$ cat src/rtl/irq_arb_pkg.sv
package irq_arb_pkg;

   // circular increment of a channel index
   function automatic int unsigned wrap_inc(input int unsigned cur, input int unsigned n);
      return (cur + 1 >= n) ? 0 : cur + 1;
   endfunction

   // circular add of an offset to a base index
   function automatic int unsigned wrap_add(input int unsigned base, input int unsigned off,
                                            input int unsigned n);
      return (base + off >= n) ? base + off - n : base + off;
   endfunction

endpackage

$ cat src/rtl/rr_pick.sv
module rr_pick
   import irq_arb_pkg::*;
#(
   parameter int N_CH = 4,
   localparam int IDW = (N_CH > 1) ? $clog2(N_CH) : 1
) (
   input  logic [N_CH-1:0] req_i,
   input  logic [IDW-1:0]  ptr_i,
   output logic            any_o,
   output logic [IDW-1:0]  pick_o
);

   always_comb begin
      pick_o = '0;
      // descending offset so the smallest offset from the pointer wins
      for (int k = N_CH - 1; k >= 0; k--) begin
         if (req_i[wrap_add(int'(ptr_i), k, N_CH)])
            pick_o = IDW'(wrap_add(int'(ptr_i), k, N_CH));
      end
   end

   assign any_o = |req_i;

endmodule

$ cat src/rtl/vec_sel.sv
module vec_sel #(
   parameter int N_CH  = 4,
   parameter int VEC_W = 8,
   localparam int IDW  = (N_CH > 1) ? $clog2(N_CH) : 1
) (
   input  logic [N_CH*VEC_W-1:0] flat_i,
   input  logic [IDW-1:0]        sel_i,
   output logic [VEC_W-1:0]      vec_o
);

   logic [VEC_W-1:0] lanes [N_CH];

   for (genvar g = 0; g < N_CH; g++) begin : g_lane
      assign lanes[g] = flat_i[g*VEC_W +: VEC_W];
   end

   assign vec_o = lanes[sel_i];

endmodule

$ cat src/rtl/irq_vec_arbiter.sv
module irq_vec_arbiter
   import irq_arb_pkg::*;
#(
   parameter int              N_CH     = 4,
   parameter int              VEC_W    = 8,
   parameter logic [VEC_W-1:0] EMPTY_VEC = '1,
   localparam int IDW = (N_CH > 1) ? $clog2(N_CH) : 1
) (
   input  logic                  clk,
   input  logic                  rst_n,
   input  logic [N_CH-1:0]       irq_req_i,
   input  logic [N_CH*VEC_W-1:0] vec_i,
   input  logic                  ack_i,
   output logic                  irq_o,
   output logic [VEC_W-1:0]      vec_o,
   output logic [IDW-1:0]        grant_id_o,
   output logic                  grant_vld_o
);

   // elaboration-time configuration checks
   if (N_CH < 2) begin : g_bad_ch
      $error("irq_vec_arbiter: N_CH must be at least 2");
   end
   if ((1 << IDW) != N_CH) begin : g_bad_pow
      $error("irq_vec_arbiter: N_CH must be a power of two");
   end
   if (VEC_W < 1) begin : g_bad_w
      $error("irq_vec_arbiter: VEC_W must be positive");
   end

   logic             ack_q;
   logic [IDW-1:0]   ptr_q;
   logic [IDW-1:0]   gid_q;
   logic             gvld_q;
   logic [VEC_W-1:0] vec_q;

   logic             start;
   logic             any_req;
   logic [IDW-1:0]   pick;
   logic [VEC_W-1:0] lane_vec;

   assign start = ack_i & ~ack_q;
   assign irq_o = any_req;

   rr_pick #(.N_CH(N_CH)) pick_i (
      .req_i  (irq_req_i),
      .ptr_i  (ptr_q),
      .any_o  (any_req),
      .pick_o (pick)
   );

   vec_sel #(.N_CH(N_CH), .VEC_W(VEC_W)) sel_i (
      .flat_i (vec_i),
      .sel_i  (pick),
      .vec_o  (lane_vec)
   );

   always_ff @(posedge clk or negedge rst_n) begin
      if (!rst_n) begin
         ack_q  <= 1'b0;
         ptr_q  <= '0;
         gid_q  <= '0;
         gvld_q <= 1'b0;
         vec_q  <= EMPTY_VEC;
      end else begin
         ack_q <= ack_i;
         if (start) begin
            if (any_req) begin
               gid_q  <= pick;
               gvld_q <= 1'b1;
               vec_q  <= lane_vec;
               ptr_q  <= IDW'(wrap_inc(int'(pick), N_CH));
            end else begin
               gvld_q <= 1'b0;
               vec_q  <= EMPTY_VEC;
            end
         end
      end
   end

   assign vec_o       = vec_q;
   assign grant_id_o  = gid_q;
   assign grant_vld_o = gvld_q;

   // result held while the acknowledge level persists
   a_r3_hold_result: assert property (@(posedge clk) disable iff (!rst_n)
      (ack_q && ack_i) |=> ($stable(vec_o) && $stable(grant_id_o) && $stable(grant_vld_o)));

   // a granted channel was requesting at the start edge
   a_r4_grant_requested: assert property (@(posedge clk) disable iff (!rst_n)
      (start && any_req) |=>
         (grant_vld_o && ((($past(irq_req_i) >> grant_id_o) & {{(N_CH-1){1'b0}}, 1'b1}) != '0)));

   // pointer lands just past the serviced channel
   a_r5_ptr_after_grant: assert property (@(posedge clk) disable iff (!rst_n)
      (start && any_req) |=> (int'(ptr_q) == wrap_inc(int'(grant_id_o), N_CH)));

   // empty acknowledge returns the empty vector and keeps the pointer
   a_r7_empty_ack: assert property (@(posedge clk) disable iff (!rst_n)
      (start && !any_req) |=> (!grant_vld_o && vec_o == EMPTY_VEC && $stable(ptr_q)));

   // pointer only moves on a start edge
   a_r3_ptr_quiet: assert property (@(posedge clk) disable iff (!rst_n)
      !start |=> $stable(ptr_q));

endmodule

$ cat config.mk
export PLATFORM = sky130hd
export DESIGN_NAME = irq_vec_arbiter
export DESIGN_NICKNAME = d
export VERILOG_FILES = /design/src/rtl/irq_arb_pkg.sv /design/src/rtl/rr_pick.sv /design/src/rtl/vec_sel.sv /design/src/rtl/irq_vec_arbiter.sv
export SDC_FILE = /design/constraint.sdc
export NUM_CORES = 1
export LEC_CHECK = 0
export BUFFER_PORTS_ARGS = -buffer_cell sky130_fd_sc_hd__buf_2
export CORE_UTILIZATION = 45
export CTS_BUF_LIST = sky130_fd_sc_hd__clkbuf_8
export DETAILED_ROUTE_END_ITERATION = 6
export PLACE_DENSITY = 0.81
export SKIP_CTS_REPAIR_TIMING = 1
export SLEW_MARGIN = 20
export SYNTH_ARGS = -nofsm -noshare
export SYNTH_HDL_FRONTEND = slang
export SYNTH_SLANG_ARGS = --single-unit
$ cat constraint.sdc
create_clock -name clk -period 4.26 [get_ports clk]
set_input_delay 0.639 -clock clk [delete_from_list [all_inputs] [get_ports clk]]
set_output_delay 0.639 -clock clk [all_outputs]
set_load 0.01 [all_outputs]
==> results of run 1 <==
-- cell type report --
type                            instances  area, µm²  share of cell area, %
Inverter                                2      7.507                 0.6205
Tap cell                               25      31.28                  2.585
Sequential cell                        14      360.3                  29.78
Timing Repair Buffer                   50      250.2                  20.68
Clock buffer                            4      55.05                  4.550
Multi-Input combinational cell         68      505.5                  41.78
-- where the power goes --
part,switching (mW),internal [mW],total (mW)
Sequential,0.0274,0.187,0.215
Combinational,0.107,0.0931,0.200
Clock,0.0484,0.0819,0.130
-- routing by layer --
| metal | up-vias | part of all wire, % | GRT usage (%) |
|---|---|---|---|
| li1 | 428 | - | - |
| met1 | 413 | 44 | 28.13 |
| met2 | 33 | 49 | 36.94 |
| met3 | 4 | 5.1 | 3.846 |
| met4 | 0 | 1.5 | 12.57 |
| met5 | - | 0 | 0 |
-- cells in the mapped netlist, types with 2 or more instances --
library cell	instances	share of area, %
sky130_fd_sc_hd__a211oi_1	8	6.6
sky130_fd_sc_hd__a21oi_1	3	1.7
sky130_fd_sc_hd__a221oi_1	8	7.7
sky130_fd_sc_hd__and2_1	9	6.2
sky130_fd_sc_hd__buf_6	2	2.5
sky130_fd_sc_hd__dfrtp_1	6	17
sky130_fd_sc_hd__dfstp_2	8	23
sky130_fd_sc_hd__inv_1	2	0.83
sky130_fd_sc_hd__mux2i_1	8	8.9
sky130_fd_sc_hd__nand2_1	5	2.1
sky130_fd_sc_hd__nor2_1	10	4.1
sky130_fd_sc_hd__o21ai_0	3	1.7
-- sequential cells by signal (all words and copies together) (netlist names) --
register     count
grant_id_o       2
ack_q            1
ptr_q            2
grant_vld_o      1
vec_o            8
-- stage by stage --
stage          hold WS, ns  total power [mW]  instance area (µm²)  cells
6_report            0.2795            0.5449                 1210    163
2_1_floorplan       0.3434            0.3587                904.6     88
4_1_cts             0.2794            0.5513                 1210    163
3_3_place_gp        0.4703            0.4133                 1155    159
5_1_grt             0.2905            0.5814                 1210    163
3_5_place_dp        0.4606            0.4176                 1155    159
-- kinds of logic (layout without fill, tap and decap cells) --
kind of cell	Yosys count	after routing
compound gates	26	26
xor+xnor	1	1
buf+inv	6	56
flops	14	14
mux	9	9
simple gates	32	32
-- worst paths after layout --
kind	endpoint	cells after the start
setup / recovery	vec_o[1]	5
hold reg to reg	grant_id_o[1]	2
min in group clk	grant_id_o[1]	2
max in group asynchronous	vec_o[0]	1
hold / removal	grant_id_o[1]	1
setup reg to reg	vec_o[1]	4
==> metrics.json, run 1 <==
{
  "synth": {
    "synth-edff-count": 0,
    "yosys_warns": 0,
    "postSynthCellCount": 88,
    "asyncSetResetFlopFracSynth_pct": 100.0,
    "dominant_combinational_cell_family_by_area_after_synthesis": "compound AO/OA/AOI/OAI gates",
    "netlist-cell-type-count": 28,
    "ffs_latches_synth": 14,
    "fraction_of_the_mapped_netlist_area_in_adder_cells_pct": 0,
    "yosys-mux-area-fraction_pct": 10.51,
    "yosys_most_used_dff": "sky130_fd_sc_hd__dfstp_2",
    "syn-num-nets": 127,
    "synth-seq-area-share_pct": 39.83,
    "syn_avg_cell_area_um2": 10.28,
    "synth-xor-area-share_pct": 0.9682,
    "post_synth_and_or_nand_nor_area_fraction_pct": 21.16,
    "syn_area_um2": 904.6,
    "synth_compound_gate_area_share_pct": 23.24
  },
  "placement": {
    "detailedPlacementHpwl_mm": 1.639,
    "dpl_worst_slack_ns": 1.828,
    "place.gp.congestion": 0.7605,
    "io_buffer_count": 50
  },
  "final_layout": {
    "antenna_cells_inserted": 0,
    "finalNetCount": 178,
    "fillCellCount": 144,
    "most_frequent_cells_in_the_layout": "sky130_fd_sc_hd__buf_2, sky130_fd_sc_hd__nor2_1, sky130_fd_sc_hd__and2_1",
    "final_core_util_pct": 67.15,
    "layout.cells.most_common": "sky130_fd_sc_hd__buf_2",
    "drive_above_1_share_pct": 50.00,
    "flow.area_growth_from_synthesis_pct": 33.75
  },
  "timing": {
    "timing.final.setup_violations": 0,
    "rsz0062_at_grt": "no",
    "fin_skew_ns": 0.003927,
    "report.final.slew_viol_count": 0,
    "timing.final.crit_period_ns": 2.135,
    "finalWorstSetupSlack_ns": 2.125,
    "setup_total_negative_slack_ns": 0,
    "report.final.hold_viol_count": 0,
    "max_slew.worst_pin.slew_ns": 0.7501,
    "fmax_mhz": 468.3,
    "relSlewSlack_pct": 49.89,
    "final_min_period_over_clock_period_pct": 50.13
  },
  "floorplanning": {
    "chipHeight_um": 46.84,
    "floorplan.die_area_mm2": 0.002194,
    "core_area_mm2": 0.001802,
    "floorplan.initialDensity_pct": 50.21,
    "design.portCount": 51,
    "fp.dieW_um": 46.84,
    "core.rowCount": 15
  },
  "power_and_ir_drop": {
    "power_density_mw_per_mm2": 450.3,
    "ir_drop_uv": 276.2,
    "cellLeakagePower_nw": 0.5868
  },
  "min_path": {
    "hold_path_class": "primary input to async pin"
  },
  "flow_run": {
    "max_cap_viol_count": 0
  },
  "critical_path": {
    "critical_path_required_ns": 4.41,
    "r2r_start": "ack_q",
    "critPathLaunch": "ack_i",
    "slowest_stage": "sky130_fd_sc_hd__nor2b_1",
    "worst-endpoint-arrival_ns": 2.28,
    "rrSetupSlack_ns": 2.26,
    "path_cells": "buf_2 -> nor2b_1 -> nand2_1 -> nor2_1 -> a211oi_1",
    "timing.critical_path.buf_inv": 1,
    "cp_top_family": "simple AND/OR/NAND/NOR gates",
    "worst-setup-path-type": "primary input to register",
    "setup.worst_path.start_class": "primary input",
    "critical_path.max_stage_delay_ns": 0.60,
    "critical_path.endpoint_type": "register",
    "maximum_fanout_encountered_on_the_critical_timing_path": 11
  },
  "grt": {
    "groute.usage.overall_pct": 22.58,
    "grt_start_max_net_pins": 18,
    "overflow": 0,
    "grt_pass1_wl_mm": 3.525,
    "first_global_vias": 834,
    "antenna_found_initial": 0
  },
  "clock_tree": {
    "cts_tree": "done",
    "clockRootBuffer": "sky130_fd_sc_hd__clkbuf_8",
    "cts_max_path_buffers": 2,
    "htree_num_levels": 1,
    "numClockSinks": 14,
    "cts_clock_pin_slew_for_the_worst_setup_and_hold_paths_ns": 0.06,
    "worstSkewPairLatency_ns": 0.25,
    "tritoncts.num_buffers": 3
  },
  "outcome": {
    "run_status": "finished clean"
  },
  "route": {
    "initialDrtViolationCount": 10,
    "first_pass_iters": 4,
    "avgRoutedWirePerCell_um": 13.20,
    "antenna_left": 0,
    "detail_route.drc_violations": 0,
    "vias": 878,
    "drt-total-wl_mm": 2.151,
    "routed_via_density": 5.387
  }
}
No activity file was read; power rests on OpenSTA's default activity.
==> inputs of run 2 (changes only) <==
Clock period 4.26 ns to 2.1 ns, I/O delays scaled along.
==> metrics.json, run 2 (synthesized netlist as in run 1, its figures left out) <==
{
  "critical_path": {
    "timing.critical_path.buf_inv": {"value": 0, "change": "was 1"},
    "slowest_stage": {"value": "sky130_fd_sc_hd__dfrtp_1", "change": "was sky130_fd_sc_hd__nor2b_1"},
    "worst-endpoint-arrival": {"value": 1.95, "unit": "ns", "change": "was 2.28 ns"},
    "cp_top_family": {"value": "compound AO/OA/AOI/OAI gates", "change": "was simple AND/OR/NAND/NOR gates"},
    "setup.worst_path.start_class": {"value": "register", "change": "was primary input"},
    "path_cells": {"value": "a21oi_1 -> o21a_1 -> o22a_1 -> nor2_1 -> a211oi_1", "change": "was buf_2 -> nor2b_1 -> nand2_1 -> nor2_1 -> a211oi_1"},
    "critical_path.endpoint_type": {"value": "register", "change": "unchanged"},
    "critical_path_required": {"value": 2.24, "unit": "ns", "change": "was 4.41 ns"},
    "maximum_fanout_encountered_on_the_critical_timing_path": {"value": 8, "change": "was 11"},
    "worst-setup-path-type": {"value": "register to register", "change": "was primary input to register"},
    "critical_path.max_stage_delay": {"value": 0.51, "unit": "ns", "change": "was 0.60 ns"}
  },
  "outcome": {
    "run_status": {"value": "finished clean", "change": "unchanged"}
  },
  "final_layout": {
    "most_frequent_cells_in_the_layout": {"value": "sky130_fd_sc_hd__buf_2, sky130_fd_sc_hd__nor2_1, sky130_fd_sc_hd__and2_1", "change": "unchanged"},
    "largest_register_ff_count": {"value": 8, "change": "unchanged"},
    "drive_above_1_share": {"value": 50.00, "unit": "%", "change": "unchanged"},
    "layout.cells.most_common": {"value": "sky130_fd_sc_hd__buf_2", "change": "unchanged"},
    "flow.area_growth_from_synthesis": {"value": 35.68, "unit": "%", "change": "was 33.75%"},
    "stdcell_count": {"value": 165, "change": "was 163"},
    "antenna_cells_inserted": {"value": 0, "change": "unchanged"},
    "fillCellCount": {"value": 169, "change": "was 144"},
    "finalNetCount": {"value": 180, "change": "was 178"}
  },
  "grt": {
    "groute.usage.overall": {"value": 21.42, "unit": "%", "change": "was 22.58%"},
    "overflow": {"value": 0, "change": "unchanged"},
    "grt_start_max_net_pins": {"value": 18, "change": "unchanged"},
    "antenna_found_initial": {"value": 0, "change": "unchanged"},
    "first_global_vias": {"value": 795, "change": "was 834"},
    "grt_pass1_wl": {"value": 3.312, "unit": "mm", "change": "was 3.525 mm"}
  },
  "route": {
    "drt-total-wl": {"value": 2.128, "unit": "mm", "change": "was 2.151 mm"},
    "antenna_left": {"value": 0, "change": "unchanged"},
    "vias": {"value": 864, "change": "was 878"},
    "routed_via_density": {"value": 5.236, "change": "was 5.387"},
    "detail_route.drc_violations": {"value": 0, "change": "unchanged"},
    "avgRoutedWirePerCell": {"value": 12.90, "unit": "µm", "change": "was 13.20 µm"},
    "first_pass_iters": {"value": 4, "change": "unchanged"},
    "initialDrtViolationCount": {"value": 9, "change": "was 10"}
  },
  "placement": {
    "place_inst": {"value": 160, "change": "was 159"},
    "io_buffer_count": {"value": 50, "change": "unchanged"},
    "place.gp.congestion": {"value": 0.8105, "change": "was 0.7605"},
    "detailedPlacementHpwl": {"value": 1.628, "unit": "mm", "change": "was 1.639 mm"},
    "dpl_worst_slack": {"value": 0.3485, "unit": "ns", "change": "was 1.828 ns"}
  },
  "clock_tree": {
    "cts_tree": {"value": "done", "change": "unchanged"},
    "numClockSinks": {"value": 14, "change": "unchanged"},
    "cts_max_path_buffers": {"value": 2, "change": "unchanged"},
    "clockRootBuffer": {"value": "sky130_fd_sc_hd__clkbuf_8", "change": "unchanged"},
    "cts_clock_pin_slew_for_the_worst_setup_and_hold_paths": {"value": 0.06, "unit": "ns", "change": "about the same"},
    "worstSkewPairLatency": {"value": 0.24, "unit": "ns", "change": "was 0.25 ns"},
    "tritoncts.num_buffers": {"value": 3, "change": "unchanged"},
    "htree_num_levels": {"value": 1, "change": "unchanged"}
  },
  "power_and_ir_drop": {
    "intPower": {"value": 0.7377, "unit": "mW", "change": "was 0.3623 mW"},
    "p_sw": {"value": 0.3654, "unit": "mW", "change": "was 0.1826 mW"},
    "power_density": {"value": 898.7, "unit": "mW/mm²", "change": "was 450.3 mW/mm²"},
    "power.share.sequential": {"value": 39.3, "unit": "%", "change": "was 39.4%"},
    "ir_drop": {"value": 672.9, "unit": "µV", "change": "was 276.2 µV"},
    "comb_power_share": {"value": 37.1, "unit": "%", "change": "was 36.7%"},
    "switching_share": {"value": 33.13, "unit": "%", "change": "was 33.51%"},
    "share_clk_of_total_power": {"value": 23.5, "unit": "%", "change": "was 23.9%"},
    "cellLeakagePower": {"value": 0.5961, "unit": "nW", "change": "was 0.5868 nW"}
  },
  "floorplanning": {
    "fp.dieW": {"value": 46.84, "unit": "µm", "change": "unchanged"},
    "chipHeight": {"value": 46.84, "unit": "µm", "change": "unchanged"},
    "design.portCount": {"value": 51, "change": "unchanged"},
    "floorplan.die_area": {"value": 0.002194, "unit": "mm²", "change": "unchanged"},
    "core.rowCount": {"value": 15, "change": "unchanged"},
    "core_area": {"value": 0.001802, "unit": "mm²", "change": "unchanged"},
    "floorplan.initialDensity": {"value": 50.21, "unit": "%", "change": "unchanged"}
  },
  "timing": {
    "final_min_period_over_clock_period_pct": 86.11,
    "timing.final.setup_violations": {"value": 0, "change": "unchanged"},
    "fmax_mhz": 553.0,
    "fin_skew": {"value": 0.002767, "unit": "ns", "change": "was 0.003927 ns"},
    "report.final.slew_viol_count": {"value": 0, "change": "unchanged"},
    "setup_total_negative_slack": {"value": 0, "unit": "ns", "change": "unchanged"},
    "finalWorstSetupSlack": {"value": 0.2917, "unit": "ns", "change": "was 2.125 ns"},
    "timing.final.crit_period_ns": 1.808,
    "rsz0062_at_grt": {"value": "no", "change": "unchanged"},
    "relSlewSlack": {"value": 61.54, "unit": "%", "change": "was 49.89%"},
    "max_slew.worst_pin.slew": {"value": 0.5747, "unit": "ns", "change": "was 0.7501 ns"},
    "report.final.hold_viol_count": {"value": 0, "change": "unchanged"},
    "fin_hold_ws": {"value": 0.1866, "unit": "ns", "change": "was 0.2795 ns"}
  },
  "flow_run": {
    "max_cap_viol_count": {"value": 0, "change": "unchanged"}
  },
  "min_path": {
    "hold_path_class": {"value": "primary input to register", "change": "was primary input to async pin"}
  }
}
-- run 2: cell types whose count changed in the layout (fill, tap and decap cells not counted), sizes merged --
| cell | before | now |
|---|---|---|
| buf | 50 | 51 |
| dlygate4sd3 | 0 | 1 |
-- run 2: worst paths after layout --
path                                from             to  slack [ns]  cells after the start
setup / recovery                ptr_q[1]       vec_o[2]        0.29                      5
hold / removal                     ack_i          ack_q        0.19                      1
setup reg to reg                ptr_q[1]       vec_o[2]        0.29                      5
hold reg to reg            grant_id_o[1]  grant_id_o[1]        0.48                      2
max in group asynchronous          rst_n       vec_o[2]        1.32                      2
min in group asynchronous          rst_n       ptr_q[1]        0.50                      2
-- run 2: layer usage --
metal / global-route usage [%] / part of all wire [%] / up-vias / routed length [µm]
met5: 0 / 0 / - / 0
met3: 9.231 / 5.9 / 0 / 125
met4: 3.429 / 0 / 0 / 0
met1: 25.42 / 42 / 397 / 885
li1: - / - / 434 / -
met2: 36.67 / 53 / 33 / 1118
-- run 2: cell type report --
type,count,area (µm²),area share (%)
multi-input cells,68,505.5,41.18
well taps,25,31.28,2.548
flip-flops and latches,14,360.3,29.36
clock buffers,4,55.05,4.485
inverters,2,7.507,0.6116
repair buffers,52,267.8,21.81
-- run 2: power by group through the flow --
stage / combinational, mW / clock (mW) / sequential (mW)
finish: 0.410 / 0.260 / 0.434
global route: 0.454 / 0.279 / 0.443
CTS: 0.413 / 0.266 / 0.434
detailed placement: 0.411 / 0 / 0.438
global placement: 0.403 / 0 / 0.436
floorplan: 0.275 / 0 / 0.452
-- run 2: worst register-to-register path, stage by stage (launching register included) --
cell and delay (ns):
sky130_fd_sc_hd__dfrtp_1 0.51, sky130_fd_sc_hd__a21oi_1 0.11, sky130_fd_sc_hd__o21a_1 0.21, sky130_fd_sc_hd__o22a_1 0.23, sky130_fd_sc_hd__nor2_1 0.47, sky130_fd_sc_hd__a211oi_1 0.17
-- run 2: through the flow --
step           utilization [%]  area (µm²)  total power, mW
2_1_floorplan                -       904.6           0.7276
3_3_place_gp             64.51        1162           0.8388
3_5_place_dp             64.51        1162           0.8485
4_1_cts                  67.57        1217            1.113
5_1_grt                  68.13        1227            1.176
6_report                 68.13        1227            1.103
